### src/rtl/fcs_pkg.sv
package fcs_pkg;

  typedef enum logic [3:0] {
    CMD_NOP    = 4'd0,
    CMD_READ   = 4'd1,
    CMD_PROG   = 4'd2,
    CMD_ERASE  = 4'd3,
    CMD_SUSP   = 4'd4,
    CMD_RESUME = 4'd5,
    CMD_CLRST  = 4'd6,
    CMD_LOCK   = 4'd7,
    CMD_UNLOCK = 4'd8
  } cmdOp_e;

  localparam int ST_W         = 7;
  localparam int ST_READY     = 0;
  localparam int ST_ESUSP     = 1;
  localparam int ST_PSUSP     = 2;
  localparam int ST_ERASE_ERR = 3;
  localparam int ST_PROG_ERR  = 4;
  localparam int ST_VPP_ERR   = 5;
  localparam int ST_LOCK_ERR  = 6;

  // Strobes from the sequencer control to the array datapath
  typedef struct packed {
    logic rdEn;
    logic progWe;
    logic eraseWe;
    logic lockWe;
    logic lockVal;
  } dpStrobe_t;

endpackage

### src/rtl/fcs_datapath.sv
module fcs_datapath
  import fcs_pkg::*;
#(
  parameter int NUM_BLOCKS      = 4,
  parameter int WORDS_PER_BLOCK = 8,
  parameter int DATA_W          = 16,
  localparam int BLK_W = $clog2(NUM_BLOCKS),
  localparam int WRD_W = $clog2(WORDS_PER_BLOCK)
) (
  input  logic              clk,
  input  logic              rst,
  input  dpStrobe_t         strobe,
  input  logic [BLK_W-1:0]  cmdBlock,
  input  logic [WRD_W-1:0]  cmdWord,
  input  logic [BLK_W-1:0]  wrBlock,
  input  logic [WRD_W-1:0]  wrWord,
  input  logic [DATA_W-1:0] wrData,
  output logic              blkLocked,
  output logic [DATA_W-1:0] readData
);

  logic [DATA_W-1:0]     mem [NUM_BLOCKS][WORDS_PER_BLOCK];
  logic [NUM_BLOCKS-1:0] lockBits;

  assign blkLocked = lockBits[cmdBlock];

  always_ff @(posedge clk) begin
    if (rst) begin
      for (int b = 0; b < NUM_BLOCKS; b++)
        for (int w = 0; w < WORDS_PER_BLOCK; w++)
          mem[b][w] <= '1;
      lockBits <= '0;
      readData <= '0;
    end else begin
      if (strobe.eraseWe)
        for (int w = 0; w < WORDS_PER_BLOCK; w++)
          mem[wrBlock][w] <= '1;
      if (strobe.progWe)
        mem[wrBlock][wrWord] <= mem[wrBlock][wrWord] & wrData;
      if (strobe.lockWe)
        lockBits[cmdBlock] <= strobe.lockVal;
      if (strobe.rdEn)
        readData <= mem[cmdBlock][cmdWord];
    end
  end

endmodule

### src/rtl/fcs_ctrl.sv
module fcs_ctrl
  import fcs_pkg::*;
#(
  parameter int NUM_BLOCKS      = 4,
  parameter int WORDS_PER_BLOCK = 8,
  parameter int DATA_W          = 16,
  parameter int N_PROG          = 4,
  parameter int N_ERASE         = 10,
  localparam int BLK_W = $clog2(NUM_BLOCKS),
  localparam int WRD_W = $clog2(WORDS_PER_BLOCK),
  localparam int CNT_W = $clog2((N_ERASE > N_PROG ? N_ERASE : N_PROG) + 1)
) (
  input  logic              clk,
  input  logic              rst,
  input  logic              cmdValid,
  input  logic [3:0]        cmdOp,
  input  logic [BLK_W-1:0]  cmdBlock,
  input  logic [WRD_W-1:0]  cmdWord,
  input  logic [DATA_W-1:0] cmdData,
  input  logic              vppOk,
  input  logic              blkLocked,
  output dpStrobe_t         strobe,
  output logic [BLK_W-1:0]  wrBlock,
  output logic [WRD_W-1:0]  wrWord,
  output logic [DATA_W-1:0] wrData,
  output logic [ST_W-1:0]   status
);

  // Saved erase context
  logic             eActive, eSusp;
  logic [BLK_W-1:0] eBlock;
  logic [CNT_W-1:0] eCnt;
  // Saved program context
  logic              pActive, pSusp;
  logic [BLK_W-1:0]  pBlock;
  logic [WRD_W-1:0]  pWord;
  logic [DATA_W-1:0] pData;
  logic [CNT_W-1:0]  pCnt;
  // Sticky errors
  logic eraseErr, progErr, vppErr, lockErr;

  logic progRun, eraseRun, progAdv, eraseAdv;
  logic hitErase, hitProg, progOk, eraseOk;
  logic isRead, isProg, isErase, isSusp, isResume, isClr, isLock, isUnlock;

  always_comb begin
    isRead   = cmdValid && (cmdOp == CMD_READ);
    isProg   = cmdValid && (cmdOp == CMD_PROG);
    isErase  = cmdValid && (cmdOp == CMD_ERASE);
    isSusp   = cmdValid && (cmdOp == CMD_SUSP);
    isResume = cmdValid && (cmdOp == CMD_RESUME);
    isClr    = cmdValid && (cmdOp == CMD_CLRST);
    isLock   = cmdValid && (cmdOp == CMD_LOCK);
    isUnlock = cmdValid && (cmdOp == CMD_UNLOCK);

    progRun  = pActive && !pSusp;
    eraseRun = eActive && !eSusp && !pActive;
    // A suspend edge does not count as a busy cycle
    progAdv  = progRun && !isSusp;
    eraseAdv = eraseRun && !isSusp;

    hitErase = eActive && (cmdBlock == eBlock);
    hitProg  = pActive && (cmdBlock == pBlock) && (cmdWord == pWord);
    progOk   = !pActive && (!eActive || (eSusp && !hitErase));
    eraseOk  = !pActive && !eActive;

    strobe.rdEn    = isRead && !hitErase && !hitProg;
    strobe.progWe  = progAdv && vppOk && (pCnt == CNT_W'(1));
    strobe.eraseWe = eraseAdv && vppOk && (eCnt == CNT_W'(1));
    strobe.lockWe  = isLock || isUnlock;
    strobe.lockVal = isLock;

    wrBlock = strobe.progWe ? pBlock : eBlock;
    wrWord  = pWord;
    wrData  = pData;

    status = {lockErr, vppErr, progErr, eraseErr, pSusp, eSusp,
              !progRun && !eraseRun};
  end

  always_ff @(posedge clk) begin
    if (rst) begin
      eActive <= 1'b0; eSusp <= 1'b0; eBlock <= '0; eCnt <= '0;
      pActive <= 1'b0; pSusp <= 1'b0; pBlock <= '0; pWord <= '0;
      pData <= '0; pCnt <= '0;
      eraseErr <= 1'b0; progErr <= 1'b0; vppErr <= 1'b0; lockErr <= 1'b0;
    end else begin
      // Busy-phase counting and supply abort
      if (progAdv) begin
        if (!vppOk) begin
          pActive <= 1'b0;
          vppErr  <= 1'b1;
        end else if (pCnt == CNT_W'(1)) pActive <= 1'b0;
        else pCnt <= pCnt - CNT_W'(1);
      end
      if (eraseAdv) begin
        if (!vppOk) begin
          eActive <= 1'b0;
          vppErr  <= 1'b1;
        end else if (eCnt == CNT_W'(1)) eActive <= 1'b0;
        else eCnt <= eCnt - CNT_W'(1);
      end

      // Command acceptance
      if (isProg) begin
        if (!vppOk)        vppErr  <= 1'b1;
        else if (!progOk)  progErr <= 1'b1;
        else if (blkLocked) lockErr <= 1'b1;
        else begin
          pActive <= 1'b1;
          pSusp   <= 1'b0;
          pBlock  <= cmdBlock;
          pWord   <= cmdWord;
          pData   <= cmdData;
          pCnt    <= CNT_W'(N_PROG);
        end
      end
      if (isErase) begin
        if (!vppOk)        vppErr   <= 1'b1;
        else if (!eraseOk) eraseErr <= 1'b1;
        else if (blkLocked) lockErr <= 1'b1;
        else begin
          eActive <= 1'b1;
          eSusp   <= 1'b0;
          eBlock  <= cmdBlock;
          eCnt    <= CNT_W'(N_ERASE);
        end
      end
      if (isSusp) begin
        if (progRun)       pSusp <= 1'b1;
        else if (eraseRun) eSusp <= 1'b1;
      end
      if (isResume) begin
        if (pSusp)                  pSusp <= 1'b0;
        else if (eSusp && !pActive) eSusp <= 1'b0;
      end
      if (isClr) begin
        eraseErr <= 1'b0; progErr <= 1'b0; vppErr <= 1'b0; lockErr <= 1'b0;
      end
    end
  end

endmodule

### src/rtl/flash_cmd_seq.sv
module flash_cmd_seq
  import fcs_pkg::*;
#(
  parameter int NUM_BLOCKS      = 4,
  parameter int WORDS_PER_BLOCK = 8,
  parameter int DATA_W          = 16,
  parameter int N_PROG          = 4,
  parameter int N_ERASE         = 10,
  localparam int BLK_W = $clog2(NUM_BLOCKS),
  localparam int WRD_W = $clog2(WORDS_PER_BLOCK)
) (
  input  logic              clk,
  input  logic              rst,
  input  logic              cmdValid,
  input  logic [3:0]        cmdOp,
  input  logic [BLK_W-1:0]  cmdBlock,
  input  logic [WRD_W-1:0]  cmdWord,
  input  logic [DATA_W-1:0] cmdData,
  input  logic              vppOk,
  output logic [DATA_W-1:0] readData,
  output logic [6:0]        status
);

  dpStrobe_t         strobe;
  logic [BLK_W-1:0]  wrBlock;
  logic [WRD_W-1:0]  wrWord;
  logic [DATA_W-1:0] wrData;
  logic              blkLocked;

  fcs_ctrl #(
    .NUM_BLOCKS(NUM_BLOCKS), .WORDS_PER_BLOCK(WORDS_PER_BLOCK),
    .DATA_W(DATA_W), .N_PROG(N_PROG), .N_ERASE(N_ERASE)
  ) ctrl_i (
    .clk(clk), .rst(rst), .cmdValid(cmdValid), .cmdOp(cmdOp),
    .cmdBlock(cmdBlock), .cmdWord(cmdWord), .cmdData(cmdData),
    .vppOk(vppOk), .blkLocked(blkLocked), .strobe(strobe),
    .wrBlock(wrBlock), .wrWord(wrWord), .wrData(wrData), .status(status)
  );

  fcs_datapath #(
    .NUM_BLOCKS(NUM_BLOCKS), .WORDS_PER_BLOCK(WORDS_PER_BLOCK), .DATA_W(DATA_W)
  ) dp_i (
    .clk(clk), .rst(rst), .strobe(strobe), .cmdBlock(cmdBlock),
    .cmdWord(cmdWord), .wrBlock(wrBlock), .wrWord(wrWord), .wrData(wrData),
    .blkLocked(blkLocked), .readData(readData)
  );

endmodule

### config.mk
export PLATFORM = sky130hd
export DESIGN_NAME = flash_cmd_seq
export DESIGN_NICKNAME = d
export VERILOG_FILES = /design/src/rtl/fcs_pkg.sv /design/src/rtl/fcs_datapath.sv /design/src/rtl/fcs_ctrl.sv /design/src/rtl/flash_cmd_seq.sv
export SDC_FILE = /design/constraint.sdc
export NUM_CORES = 1
export LEC_CHECK = 0
export ABC_CLOCK_PERIOD_IN_PS = 7200
export BUFFER_PORTS_ARGS = -buffer_cell sky130_fd_sc_hd__buf_2
export CAP_MARGIN = 30
export CORE_AREA = 2 2 276 278
export DETAILED_ROUTE_END_ITERATION = 12
export DIE_AREA = 0 0 278 280
export GPL_TIMING_DRIVEN = 0
export SLEW_MARGIN = 5
export SYNTH_ARGS = -nofsm -noshare
export SYNTH_HDL_FRONTEND = slang
export SYNTH_HIERARCHICAL = 1
export SYNTH_SLANG_ARGS = --single-unit
### constraint.sdc
create_clock -name clk -period 7.2 [get_ports clk]
set_input_delay 0.72 -clock clk [delete_from_list [all_inputs] [get_ports clk]]
set_output_delay 0.72 -clock clk [all_outputs]
set_load 0.05 [all_outputs]
## Yosys cells after proc, flatten, opt, wreduce, memory -nomap -nowiden

Memories as Yosys holds them, arrays and structs flattened.
Cells that the tools add are included.

| word-level totals | value |
|---|---|
| bits in registers | 59 |
| RAM bits | 512 |
| input bits | 29 |
| output and inout port bits | 23 |
| word-level logic and storage cells | 432 |
| memories | 1 |

| operators by class | value |
|---|---|
| add/subtract/negate cells | 2 |
| magnitude comparators | 5 |
| equal/unequal tests | 13 |
| multiplexer cells | 215 |
| bitwise operators | 134 |
| reductions and logical operators | 46 |

Memories:

| memory | depth | bits a word | rd ports | clocked after Yosys merged registers in | write ports | RTL line | text |
|---|---|---|---|---|---|---|---|
| dp_i.mem | 4 | 128 | 2 | 0 | 4 | fcs_datapath.sv:22 | `logic [DATA_W-1:0] mem [NUM_BLOCKS][WORDS_PER_BLOCK];` |

Operators by type and width:

| operator | count |
|---|---|
| 128-bit two-way mux | 3 |
| 1-bit two-way mux | 185 |
| 1-bit OR | 128 |
| 128-bit OR reduction | 1 |
| 16-bit binary-select mux with 3-bit select | 2 |
| 16-bit two-way mux | 5 |
| 4-bit two-way mux | 14 |
| 16-bit demux with 3-bit select | 1 |
| 1-bit logical AND | 29 |
| 16-bit bitwise AND | 1 |
| 4-bit by 3-bit == test with 1-bit output, second input constant | 4 |
| 4-bit by 1-bit == test with 1-bit output, second input constant | 3 |
| 1-bit zero test | 9 |
| 4-bit by 2-bit == test with 1-bit output, second input constant | 2 |
| 4-bit >= comparator, second input constant | 2 |
| 3-bit inverter with 4-bit output | 2 |
| 4-bit AND reduction | 2 |
| 4-bit by 1-bit subtractor with 4-bit output, second input constant | 2 |
| 3-bit AND reduction | 2 |
| 4-bit bitwise mux | 1 |
| 2-bit == test | 2 |
| 4-bit == test, second input constant | 1 |
| 4-bit by 1-bit less-than comparator with 1-bit output, second input constant | 1 |
| 2-bit two-way mux | 2 |
| other kinds (8) | 11 |

## Longest topological paths before layout

An unclocked memory read counts as a cell.

| logic depth | value |
|---|---|
| depth in word-level cells | 14 |
| depth in mapped cells | 16 |
| depth with buffers taken out | 10 |

## Cells and area by module

Netlist, hierarchy kept.

By module, submodules not included:

| module | times used | cells an instance | area an instance (um^2) | seq. area each (um^2) |
|---|---|---|---|---|
| fcs_datapath | 1 | 2028 | 27695.3 | 15775.1 |
| fcs_ctrl | 1 | 242 | 2104.5 | 780.7 |

## Worst setup path before layout

Ideal clock, no wire load.

| path | value |
|---|---|
| kind | input -> register |
| from | in cmdValid |
| to | mem dp_i/mem[2][0] in the netlist's numbering (enable) |
| arrival time | 3832 ps |
| required time | 6808 ps |
| path slack | 2976 ps |
| stages on the path | 13 |
| path buffers | 6 |
| cells stage by stage | and3b_1 buf_6 a21oi_1 and2_1 mux2_2 buf_4 buf_4 inv_2 buf_2 buf_2 nand2_1 clkbuf_1 o21bai_1 |

RTL lines:

| item | RTL line | text |
|---|---|---|
| start: declaration | flash_cmd_seq.sv:14 | `input logic cmdValid,` |
| end: declaration | fcs_datapath.sv:22 |  |

==> impl_results.md <==
* Outcome: finished clean
* Post-synth EDFFs at 512
* Final setup margin at 0.6231 ns
* Worst Path Arrival at 6.92 ns
* WL final at 135.3 mm
* H-tree lvl count at 3
* Post-route cell area at 34380 um^2
* Synthesized area at 29800 um^2
* # clock sinks at 571
* Top delay family on crit path: buffers and inverters
* Net switching power at 1.718 mW
* Placed cells at 3348
* Unrepaired setup endpoints after global routing: no
* Main synth FF type: edfxtp_1
* Clock network power share at 45.7%
* TritonCTS clock tree: built
* Crit path time final at 6.577 ns
* RePlAce Congestion at 1.018
* Area contributors post-synth: edfxtp_1, mux4_2, nand2_1, dfxtp_1, mux2_2
* Worst-path fanout max at 10
* Worst-path clk slew at 0.06 ns
* Std-Cell Rows at 101
* Clock latency on the worst-skew pair at 0.62 ns
* # DRC at 0
* Global-route wire length before repair at 184.1 mm
* Gate Count Post-Synth at 2270
* Antenna violations before repair at 3
* Core Region at 75190 um^2
* Final setup vio count at 0
* Die Wd at 278 um
* Layout cells sized above 1 at 26.94%
* Max incr delay on CP at 0.76 ns
* GRT Overall Usage at 34.60%
* #FFs+latches synth at 571
* Setup TNS at 0 ns
* Post-place setup slack at 0.6410 ns
* Die area at 77840 um^2
* Routed length per instance at 38.92 um
* Final period util at 91.35%
* Crit end category: flop
* Net count after synthesis at 2303
* Ys async rst share at 0%
* Sequential share of the synthesized area at 55.56%
* DP HPWL at 97.15 mm
* P_int at 5.669 mW
* Hold/Removal Path Class: input pin to flop
* Netlist cell types at 79
* WP buf/inv at 8
* Vias in the first global route at 23500
* Maximum vdd drop at 0.0001716 V
* Final cell count without fillers at 3476
* Worst Clk Skew at 0.03189 ns
* Switching share of total power at 23.26%
* Worst-path cell chain: buf_4 -> nand3b_1 -> a21oi_1 -> and2_1 -> mux2_2 -> buf_4 -> buf_4 -> inv_2 -> buf_2 -> buf_2 -> nand2_1 -> clkbuf_1 -> nor2_1 -> buf_2 -> nand2_1
* Post-CTS Resized at 0
* P_leak at 8.595 nW
* Top cell type's share of synthesized area at 51.59%
* Port bufs at 50
* Placed cell area at 32190 um^2
* Largest net degree at the start of global routing at 17
* WP data required at 7.54 ns
* Worst path slowest cell: nor2_1
* Vias per cell at 6.875
* Area grow syn2layout at 15.36%
* First DRT Iteration DRCs at 3988
* Num CTS Buffers at 67
* Longest Clk Path Bufs at 3
* Hold buffers post-CTS at 0
* Slew HR at 18.78%
* Slew @ Worst Pin at 1.188 ns
* Final slew viol count at 0
* Cell Pwr Density at 214.9 nW/um^2
* Startpoint types: flop
* Root Buffer: clkbuf_16
* Synth Area per Inst at 13.13 um^2
* Fmax at 152.0 MHz
* Setup Buffers After CTS at 0
* Comb power frac at 5.5%
* Register share of total power at 48.8%
* Initial Utilization at 39.63%
* Fin util at 45.72%
* Synth warn at 6
* Die height at 280 um
* I/O Pins at 52
* Max-Cap Viols at 0
* Drt first pass iters at 9
* Cell taking the most area after synthesis: edfxtp_1
* GR Overflow Total at 0
* Final ANT Viol Nets at 0
* CP Class: flop to flop
* Vias post-DR at 23900
* Final nets at 2477
* Final hold vios at 0
registers in the layout, summed over array words and instances (netlist names), 3 cells and up, named ones only:
name           cells
ctrl_i/eCnt        4
ctrl_i/pCnt        4
ctrl_i/wrData     16
ctrl_i/wrWord      3
dp_i/lockBits      4
dp_i/mem         512
dp_i/readData     16
stage by stage:
step | hold WS, ns | power [mW]
finish | 0.3775 | 7.387
floorplan | 0.4263 | 3.853
detailed placement | 0.4552 | 4.059
global route | 0.3981 | 7.527
global placement | 0.4483 | 4.023
CTS | 0.3541 | 7.380
synthesized netlist by cell type (all sizes together) (9+ instances only):
library cell,instances
a2111oi,15
a211oi,37
a21oi,44
a221oi,33
a22oi,15
buf,114
clkbuf,108
dfxtp,59
edfxtp,512
inv,9
mux2,88
mux2i,71
mux4,203
nand2,544
nand2b,9
nand3,33
nor2,77
nor2b,31
nor3,25
nor3b,10
o211ai,14
o21ai,63
o21bai,32
o22ai,27
o31ai,9
power by group through the flow:
| stage | clock network, mW | logic (mW) | registers [mW] |
|---|---|---|---|
| final | 3.37 | 0.409 | 3.60 |
| after floorplan | 0 | 0.172 | 3.68 |
| after detailed placement | 0 | 0.385 | 3.67 |
| after global placement | 0 | 0.341 | 3.68 |
| after global routing | 3.52 | 0.406 | 3.60 |
| after CTS | 3.39 | 0.386 | 3.60 |
worst min-delay path: stages:
cell	delay [ns]
buf_2	0.10
nand3_1	0.05
a21oi_1	0.06
kinds of logic after synthesis:
family                     Yosys count  synth area share [%]
and+or+nand+nor                    759                 11.06
DFF                                571                 55.56
muxes                              362                 21.05
AOI/OAI and AO/OA                  333                 7.994
buffers and inverters              232                 3.909
xor gates and xnor gates             9                0.2645
adders and majority gates            4                0.1680
cell type report:
cell class	count	area (um^2)
fillers	6735	40810
flip-flops and latches	571	16560
multi-input cells	1467	12310
clock buffers	87	1813
well taps	978	1224
plain buffers	222	1129
repair buffers	105	997.2
clock inverters	32	304.0
inverters	10	37.54
diodes	4	10.01
worst paths after layout:
| path | slack, ns | endpoint | depth (start not counted) | startpoint |
|---|---|---|---|---|
| worst max-delay path | 0.62 | dp_i/mem[2][9] | 15 | ctrl_i/pActive |
| worst min-delay path | 0.38 | ctrl_i/wrData[12] | 3 | cmdData[12] |
| worst max register to register | 0.62 | dp_i/mem[2][9] | 15 | ctrl_i/pActive |
| worst min register to register | 0.46 | ctrl_i/eraseErr | 1 | ctrl_i/eraseErr |
metal layers:
layer	track usage, %	wire length [um]	vias up
met5	0.3127	15	-
met4	24.52	11590	2
met3	12.79	19950	610
met2	50.92	57560	2257
met1	42.07	46170	11980
li1	-	-	9047
cells in the final DEF (no fill, tap or decap), drive strengths merged, types with 44 or more instances in the layout:
master	count
nand2	544
edfxtp	512
buf	219
mux4	203
clkbuf	195
mux2	88
nor2	77
mux2i	71
o21ai	63
dfxtp	59
a21oi	44
Power figures use the tool's default switching activity.
